## config.mk

```make
export PLATFORM = sky130hd
export DESIGN_NAME = pc_branch_unit
export DESIGN_NICKNAME = d
export VERILOG_FILES = /design/src/rtl/pc_branch_unit.sv
export SDC_FILE = /design/constraint.sdc
export NUM_CORES = 1
export LEC_CHECK = 0
export ABC_AREA = 1
export BUFFER_PORTS_ARGS = -buffer_cell sky130_fd_sc_hd__buf_2
export CELL_PAD_IN_SITES_DETAIL_PLACEMENT = 1
export CELL_PAD_IN_SITES_GLOBAL_PLACEMENT = 1
export CORE_MARGIN = 2
export CORE_UTILIZATION = 34
export DETAILED_ROUTE_END_ITERATION = 8
export HOLD_SLACK_MARGIN = 0.03
export PLACE_DENSITY = 0.87
export SYNTH_ARGS = -nofsm -noshare
export SYNTH_HDL_FRONTEND = slang
export SYNTH_SLANG_ARGS = --single-unit
```

## constraint.sdc

```tcl
create_clock -name clk -period 7.5 [get_ports clk]
set_input_delay 0 -clock clk [delete_from_list [all_inputs] [get_ports clk]]
set_output_delay 0 -clock clk [all_outputs]
set_load 0.005 [all_outputs]
```

## src/rtl/pc_branch_unit.sv

```systemverilog
module pc_branch_unit #(
  parameter logic [15:0] RESET_PC = 16'h0000
) (
  input  logic        clk,
  input  logic        rst_n,
  input  logic        step,
  input  logic [1:0]  ilen,
  input  logic [4:0]  kind,
  input  logic [10:0] addr11,
  input  logic [15:0] addr16,
  input  logic [7:0]  rel8,
  input  logic [7:0]  acc,
  input  logic [15:0] dptr,
  input  logic        carry,
  input  logic        bit_in,
  input  logic [7:0]  opa,
  input  logic [7:0]  opb,
  input  logic [7:0]  pop_hi,
  input  logic [7:0]  pop_lo,
  output logic [15:0] pc,
  output logic [15:0] next_pc,
  output logic        taken,
  output logic        wb_en,
  output logic [7:0]  wb_val,
  output logic        cmp_carry,
  output logic        push_en,
  output logic [7:0]  push_lo,
  output logic [7:0]  push_hi,
  output logic [2:0]  sp_delta
);
  localparam logic [4:0] K_SEQ = 5'd0,  K_PAGE = 5'd1, K_LONG = 5'd2,  K_SHORT = 5'd3;
  localparam logic [4:0] K_IND = 5'd4,  K_JC   = 5'd5, K_JNC  = 5'd6,  K_JB    = 5'd7;
  localparam logic [4:0] K_JNB = 5'd8,  K_JBC  = 5'd9, K_JZ   = 5'd10, K_JNZ   = 5'd11;
  localparam logic [4:0] K_CMP = 5'd12, K_DEC  = 5'd13, K_PCALL = 5'd14, K_LCALL = 5'd15;
  localparam logic [4:0] K_RET = 5'd16;

  logic [15:0] pc_q;
  logic [15:0] seq, rel_tgt, page_tgt;
  logic [7:0]  dec_val;
  logic        cond;

  assign seq      = pc_q + {14'd0, ilen};
  assign rel_tgt  = seq + {{8{rel8[7]}}, rel8};
  assign page_tgt = {seq[15:11], addr11};
  assign dec_val  = opa - 8'd1;
  assign pc       = pc_q;
  assign push_lo  = seq[7:0];
  assign push_hi  = seq[15:8];

  always_comb begin
    cond      = 1'b0;
    next_pc   = seq;
    wb_en     = 1'b0;
    wb_val    = 8'd0;
    cmp_carry = 1'b0;
    push_en   = 1'b0;
    sp_delta  = 3'd0;
    case (kind)
      K_PAGE:  begin cond = 1'b1; next_pc = page_tgt; end
      K_LONG:  begin cond = 1'b1; next_pc = addr16; end
      K_SHORT: begin cond = 1'b1; next_pc = rel_tgt; end
      K_IND:   begin cond = 1'b1; next_pc = dptr + {8'd0, acc}; end
      K_JC:    cond = carry;
      K_JNC:   cond = ~carry;
      K_JB:    cond = bit_in;
      K_JNB:   cond = ~bit_in;
      K_JBC:   begin cond = bit_in; wb_en = bit_in; end
      K_JZ:    cond = (acc == 8'd0);
      K_JNZ:   cond = (acc != 8'd0);
      K_CMP:   begin cond = (opa != opb); cmp_carry = (opa < opb); end
      K_DEC:   begin cond = (dec_val != 8'd0); wb_en = 1'b1; wb_val = dec_val; end
      K_PCALL: begin cond = 1'b1; next_pc = page_tgt; push_en = 1'b1; sp_delta = 3'd2; end
      K_LCALL: begin cond = 1'b1; next_pc = addr16;   push_en = 1'b1; sp_delta = 3'd2; end
      K_RET:   begin cond = 1'b1; next_pc = {pop_hi, pop_lo}; sp_delta = 3'b110; end
      default: cond = 1'b0;
    endcase
    if (cond && (kind >= K_JC) && (kind <= K_DEC))
      next_pc = rel_tgt;
  end

  assign taken = cond;

  always_ff @(posedge clk) begin
    if (!rst_n)    pc_q <= RESET_PC;
    else if (step) pc_q <= next_pc;
  end
endmodule


```

==> impl_metrics.py, run 1 <==
metrics = {
    "pwr": {
        "powerDensity_nw_per_um2": 111,
        "leakagePower_nw": 3.20,
        "irDropWorstVdd_uv": 66.7,
        "p_total_mw": 0.567,
    },
    "sta": {
        "worst_pin_slew_ns": 0.878,
        "rsz0062_at_grt": "no",
        "holdWs_ns": 0.204,
        "hold_viol_final": 0,
        "fmax_ghz": 0.264,
        "period_share": 0.505,
        "finalSetupViolCount": 0,
        "setup_tns_ns": 0,
        "clock_skew_ns": 0.00679,
        "period_needed_ns": 3.79,
        "slew_viol_final": 0,
        "slew_headroom": 0.412,
    },
    "global_routing": {
        "grt_max_degree": 21,
        "grt_usage": 0.260,
        "grt_pass1_vias": 5654,
        "grt_first_pass_wirelength_um": 27400,
        "grt-ovfl-total": 0,
        "antenna_found_initial": 0,
    },
    "final_layout": {
        "stdcell_area_um2": 5130,
        "nNetsFinal": 1077,
        "layout-drive-gt1-share": 0.200,
        "fillerInstances": 1788,
        "largest_reg_flops": 16,
        "area_growth_pct": 25.2,
        "seq_area_um2": 320,
        "antenna_cells": 0,
        "final_common_cell": "nand2_1",
        "multiInputGateArea_um2": 3210,
        "final_cell_mix": "252 x nand2_1, 164 x buf_2, 125 x inv_1",
    },
    "logic_synthesis": {
        "synthTopCellsByArea": "nand2_1 23%, ha_1 12%, inv_1 11%",
        "synth_top_area_cell": "nand2_1",
        "syn_area_um2": 4090,
        "ys_ff_latch": 16,
        "synth.top_cell.area_share": 0.231,
        "syn_avg_cell_area_um2": 5.30,
        "syn_inst": 773,
        "ys_warn_count": 0,
        "synth-main-ff-cell": "dfxtp_1",
        "ys_seq_area_frac": 0.0782,
        "ys_types": 39,
        "syn_nets": 917,
        "synthArstFlopShare": 0,
        "synth_enable_flop_cells": 0,
    },
    "critical_path": {
        "critical-path-max-stage-delay_ns": 0.44,
        "worstPathArrival_ns": 3.79,
        "worstSetupStartpointType": "flop",
        "required_ns": 7.50,
        "path_delay_family": "simple AND/OR/NAND/NOR gates",
        "cp_num_cells": 20,
        "cpMostUsedCell": "nand2_1",
        "crit_path_cell_trace": "ha_1 -> fa_1 -> nand2_1 -> nor4_1 -> nand3_1 -> xor2_1 -> ha_1 -> nand2_1 -> nand2_1 -> nand2_1 -> nand3_1 -> a21oi_1 -> nand3b_1 -> nand2_1 -> nor2_1 -> nor2_1 -> nand3_2 -> nand2_1 -> inv_1 -> buf_2",
        "ff2ff_path_depth": 19,
        "crit_buf_inv": 2,
        "worstPathMaxFanout": 5,
        "crit_slowest_cell": "nor4_1",
        "end_kind": "primary output",
        "crit_type": "flop to primary output",
    },
    "die": {
        "boundaryPins": 166,
        "die_h_um": 114,
        "die_x_um": 114,
        "initial_utilization": 0.345,
        "core.rowCount": 40,
        "die_area_um2": 12900,
        "coreArea_um2": 11900,
    },
    "clocking": {
        "cts.repair.resized": 0,
        "clockBufferDepth": 2,
        "htreeDepth": 1,
        "clkLatencyLatePin_ns": 0.25,
        "cts_made_buffers": 3,
        "clk_pin_slew_worst_paths_ns": 0.06,
        "cts_tree": "done",
        "cts.sinks": 16,
        "cts-root-buf": "clkbuf_16",
    },
    "route": {
        "drc": 0,
        "routedWlPerCell_um": 15.6,
        "via_count": 5513,
        "drtAntennaViolNets": 0,
        "viasPerCell": 5.11,
        "drt_iter0_markers": 317,
        "dr.pass1.iters": 4,
        "routed_wl_um": 16900,
    },
    "min_path": {
        "min_path_cells": 2,
        "hold_path_class": "input port to flop",
    },
    "placed_design": {
        "io_buffers": 164,
        "globalplace.congestion": 0.917,
        "dpl_cell_area_um2": 5040,
        "hpwl_um": 14200,
    },
    "flow_run": {
        "maxCapViolCount": 0,
    },
    "outcome": {
        "outcome": "complete, no violations",
    },
}
-- final timing paths --
kind	start	to	slack, ns
worst max register to register	pc[0]	pc[13]	3.94
worst min-delay path	step	pc[13]	0.20
worst min register to register	pc[13]	pc[13]	0.59
worst max-delay path	pc[0]	next_pc[13]	3.71
-- worst register-to-register path, stage by stage, from the launching register on --
cell and delay (ns):
dfxtp_1 0.35, ha_1 0.20, fa_1 0.23, nand2_1 0.11, nor4_1 0.44, nand3_1 0.21, xor2_1 0.44, ha_1 0.38
nand2_1 0.08, nand2_1 0.06, nand2_1 0.06, nand3_1 0.08, a21oi_1 0.18, nand3b_1 0.10, nand2_1 0.10, nor2_1 0.04
nor2_1 0.14, nand3_2 0.08, nand2_1 0.10, a21oi_1 0.06
-- final cells by class --
class / count / area share
clock buffers: 3 / 0.0146
inverters: 130 / 0.0952
multi-input cells: 615 / 0.627
flip-flops and latches: 16 / 0.0625
well taps: 147 / 0.0359
repair buffers: 167 / 0.165
-- per-layer routing --
metal	wire length (um)	global-route usage	vias to the layer above
met5	0	0	-
met4	261	0.0512	0
met3	845	0.0271	18
met2	8220	0.477	143
met1	7540	0.332	2563
li1	-	-	2789
-- per-stage QoR --
step	instances	worst slack [ns]	util
2_1_floorplan	773	4.68	-
3_3_place_gp	1074	4.12	0.425
3_5_place_dp	1074	4.00	0.425
4_1_cts	1078	3.73	0.432
5_1_grt	1078	3.44	0.432
6_report	1078	3.71	0.432
-- cells by family after synthesis --
logic type	Yosys count	share of synthesized area
AND/OR/NAND/NOR	467	0.493
adder cells (fa/ha/maj)	41	0.131
flip-flops	16	0.0782
other	1	0.000916
XOR/XNOR	21	0.0449
buffers and inverters	142	0.137
AO/OA/AOI/OAI	85	0.116
-- repair_timing --
| item | CTS | global route |
|---|---|---|
| setup buffers | 0 | 0 |
| endpoints found under the hold margin | 2 | 0 |
| hold buffers | 1 | 0 |
-- cell usage after synthesis (2+ instances only) --
library cell	number
a21oi_1	41
a22oi_1	11
buf_2	3
buf_4	4
clkbuf_1	3
dfxtp_1	16
fa_1	3
ha_1	38
inv_1	125
inv_2	4
nand2_1	252
nand2_2	4
nand2_4	2
nand3_1	70
nand3_2	3
nand3b_1	11
nand4_1	22
nor2_1	89
nor3_1	5
nor3b_1	2
o2111ai_1	2
o21a_1	2
o21ai_0	22
o21ai_1	4
or2_2	2
xnor2_1	5
xor2_1	16
-- power breakdown --
part / switching (mW) / internal [mW]
Clock: 0.0382 / 0.0703
Combinational: 0.221 / 0.134
Sequential: 0.0103 / 0.0932
No activity file was read; power rests on OpenSTA's default activity.
==> run 2: changes to the inputs <==
--- a/config.mk
+++ b/config.mk
@@ -10,10 +10,10 @@
 export CELL_PAD_IN_SITES_DETAIL_PLACEMENT = 1
 export CELL_PAD_IN_SITES_GLOBAL_PLACEMENT = 1
 export CORE_MARGIN = 2
-export CORE_UTILIZATION = 34
+export CORE_UTILIZATION = 29
 export DETAILED_ROUTE_END_ITERATION = 8
 export HOLD_SLACK_MARGIN = 0.03
-export PLACE_DENSITY = 0.87
+export PLACE_DENSITY = 0.79
 export SYNTH_ARGS = -nofsm -noshare
 export SYNTH_HDL_FRONTEND = slang
 export SYNTH_SLANG_ARGS = --single-unit
==> constraint.sdc (replaced) <==
create_clock -name clk -period 3 [get_ports clk]
set_input_delay 0 -clock clk [delete_from_list [all_inputs] [get_ports clk]]
set_output_delay 0 -clock clk [all_outputs]
set_load 0.005 [all_outputs]
==> impl_metrics.py, run 2 (synthesized netlist as in run 1, its figures left out) <==
metrics = {
    "final_layout": {
        "nNetsFinal": 1143,
        "final_cell_mix": "218 x nand2_1, 164 x buf_2, 117 x inv_1",
        "largest_reg_flops": 16,
        "antenna_cells": 0,
        "final_common_cell": "nand2_1",
        "layout-drive-gt1-share": 0.367,
        "stdcell_area_um2": 6350,
        "area_growth_pct": 55.1,
    },
    "die": {
        "coreArea_um2": 13800,
        "die_x_um": 123,
        "boundaryPins": 166,
        "die_h_um": 123,
        "core.rowCount": 43,
        "die_area_um2": 15100,
        "initial_utilization": 0.296,
    },
    "outcome": {
        "violations": "setup timing",
        "outcome": "finished with violations",
    },
    "clocking": {
        "clk_pin_slew_worst_paths_ns": 0.06,
        "cts_made_buffers": 3,
        "htreeDepth": 1,
        "clkLatencyLatePin_ns": 0.27,
        "cts-root-buf": "clkbuf_16",
        "cts_tree": "done",
        "cts.sinks": 16,
        "clockBufferDepth": 2,
    },
    "critical_path": {
        "crit_slowest_cell": "fa_2",
        "end_kind": "primary output",
        "cpMostUsedCell": "nand2_1",
        "worstPathArrival_ns": 3.35,
        "crit_type": "flop to primary output",
        "crit_path_cell_trace": "ha_4 -> fa_2 -> nand2_4 -> nor4_4 -> buf_4 -> nand3_4 -> xor2_4 -> ha_4 -> nand2_1 -> nand2_1 -> nand2_1 -> nand3_2 -> a21oi_2 -> nand2_1 -> nand2_1 -> nand2_2 -> nor2_1 -> nor2_1 -> nand3_2 -> nand2_2 -> inv_1 -> buf_2",
        "worstSetupStartpointType": "flop",
        "required_ns": 3.00,
        "critical-path-max-stage-delay_ns": 0.37,
        "worstPathMaxFanout": 3,
    },
    "placed_design": {
        "globalplace.congestion": 0.901,
        "hpwl_um": 15000,
        "dp_slack_ns": -0.247,
        "io_buffers": 164,
        "dpl_cell_area_um2": 5390,
    },
    "pwr": {
        "powerDensity_nw_per_um2": 291,
        "p_sw_mw": 0.891,
        "share_comb_of_total_power": 0.699,
        "leakagePower_nw": 3.70,
        "internal_power_mw": 0.960,
        "swShare": 0.481,
        "seqPwrFrac": 0.144,
        "p_clk_frac": 0.157,
        "irDropWorstVdd_uv": 194,
    },
    "sta": {
        "rsz0062_at_grt": "yes",
        "fmax_ghz": 0.299,
        "period_share": 1.12,
        "worst_pin_slew_ns": 0.937,
        "finalSetupViolCount": 19,
        "hold_viol_final": 0,
        "holdWs_ns": 0.260,
        "clock_skew_ns": 0.00801,
        "period_needed_ns": 3.35,
        "slew_headroom": 0.372,
        "setup_ws_ns": -0.350,
        "slew_viol_final": 0,
    },
    "global_routing": {
        "antenna_found_initial": 0,
        "grt_usage": 0.245,
        "grt_first_pass_wirelength_um": 29200,
        "grt_max_degree": 21,
        "grt-ovfl-total": 0,
        "grt_pass1_vias": 6089,
    },
    "route": {
        "routedWlPerCell_um": 18.6,
        "routed_wl_um": 21900,
        "viasPerCell": 5.30,
        "via_count": 6243,
        "drc": 0,
        "drtAntennaViolNets": 0,
        "drt_iter0_markers": 371,
        "dr.pass1.iters": 5,
    },
    "min_path": {
        "hold_path_class": "input port to primary output",
    },
    "flow_run": {
        "maxCapViolCount": 0,
    },
}
## run 2: critical path, delay by kind of cell (launching register included)
kind            cells  cell delay, ns
compound gates      1            0.14
fa+ha+maj           3            0.78
buf+inv             3            0.32
flops               1            0.33
simple gates       14            1.28
xor+xnor            1            0.22
## run 2: path summary, 6_finish.rpt
path / end / slack [ns] / depth (start not counted) / startpoint
max: next_pc[13] / -0.35 / 22 / pc[0]
min reg2reg: pc[15] / 0.57 / 4 / pc[15]
max reg2reg: pc[13] / -0.32 / 22 / pc[0]
min: wb_val[0] / 0.26 / 3 / opa[0]
## run 2: final cells by class
cell class / count / area, um^2
repair buffers: 233 / 1350
flip-flops and latches: 16 / 328
multi-input cells: 615 / 3890
fillers: 1925 / 7480
inverters: 130 / 490
clock buffers: 3 / 75.1
well taps: 180 / 225
## run 2: timing repair
item,in CTS,in global routing
hold endpoints to repair,1,0
gates resized for setup,50,99
hold buffers,1,0
setup endpoints to repair,21,24
setup buffers,9,17
cloned,0,0
pin swaps,19,61
## run 2: routing by layer
layer  track usage  vias up  share of wire  routed length, um
met4        0.0855        0          0.055               1200
met5             0        -              0                  0
met2         0.438      274           0.49              10700
met3        0.0251       78          0.071               1560
met1         0.303     2977           0.38               8390
li1              -     2914              -                  -
## run 2: through the flow
stage | util | TNS (ns) | cells | power, mW
5_1_grt | 0.459 | -5.18 | 1177 | 1.96
3_3_place_gp | 0.390 | -1.01 | 1148 | 1.22
3_5_place_dp | 0.390 | -1.50 | 1148 | 1.24
2_1_floorplan | - | 0 | 773 | 0.800
4_1_cts | 0.417 | -1.46 | 1161 | 1.60
6_report | 0.459 | -2.46 | 1177 | 1.85
## run 2: power groups by stage
stage	Combinational (mW)	Clock (mW)	Sequential, mW
2_1_floorplan	0.541	0	0.259
3_3_place_gp	0.961	0	0.261
3_5_place_dp	0.981	0	0.260
4_1_cts	1.07	0.272	0.259
5_1_grt	1.40	0.294	0.268
6_report	1.29	0.291	0.266
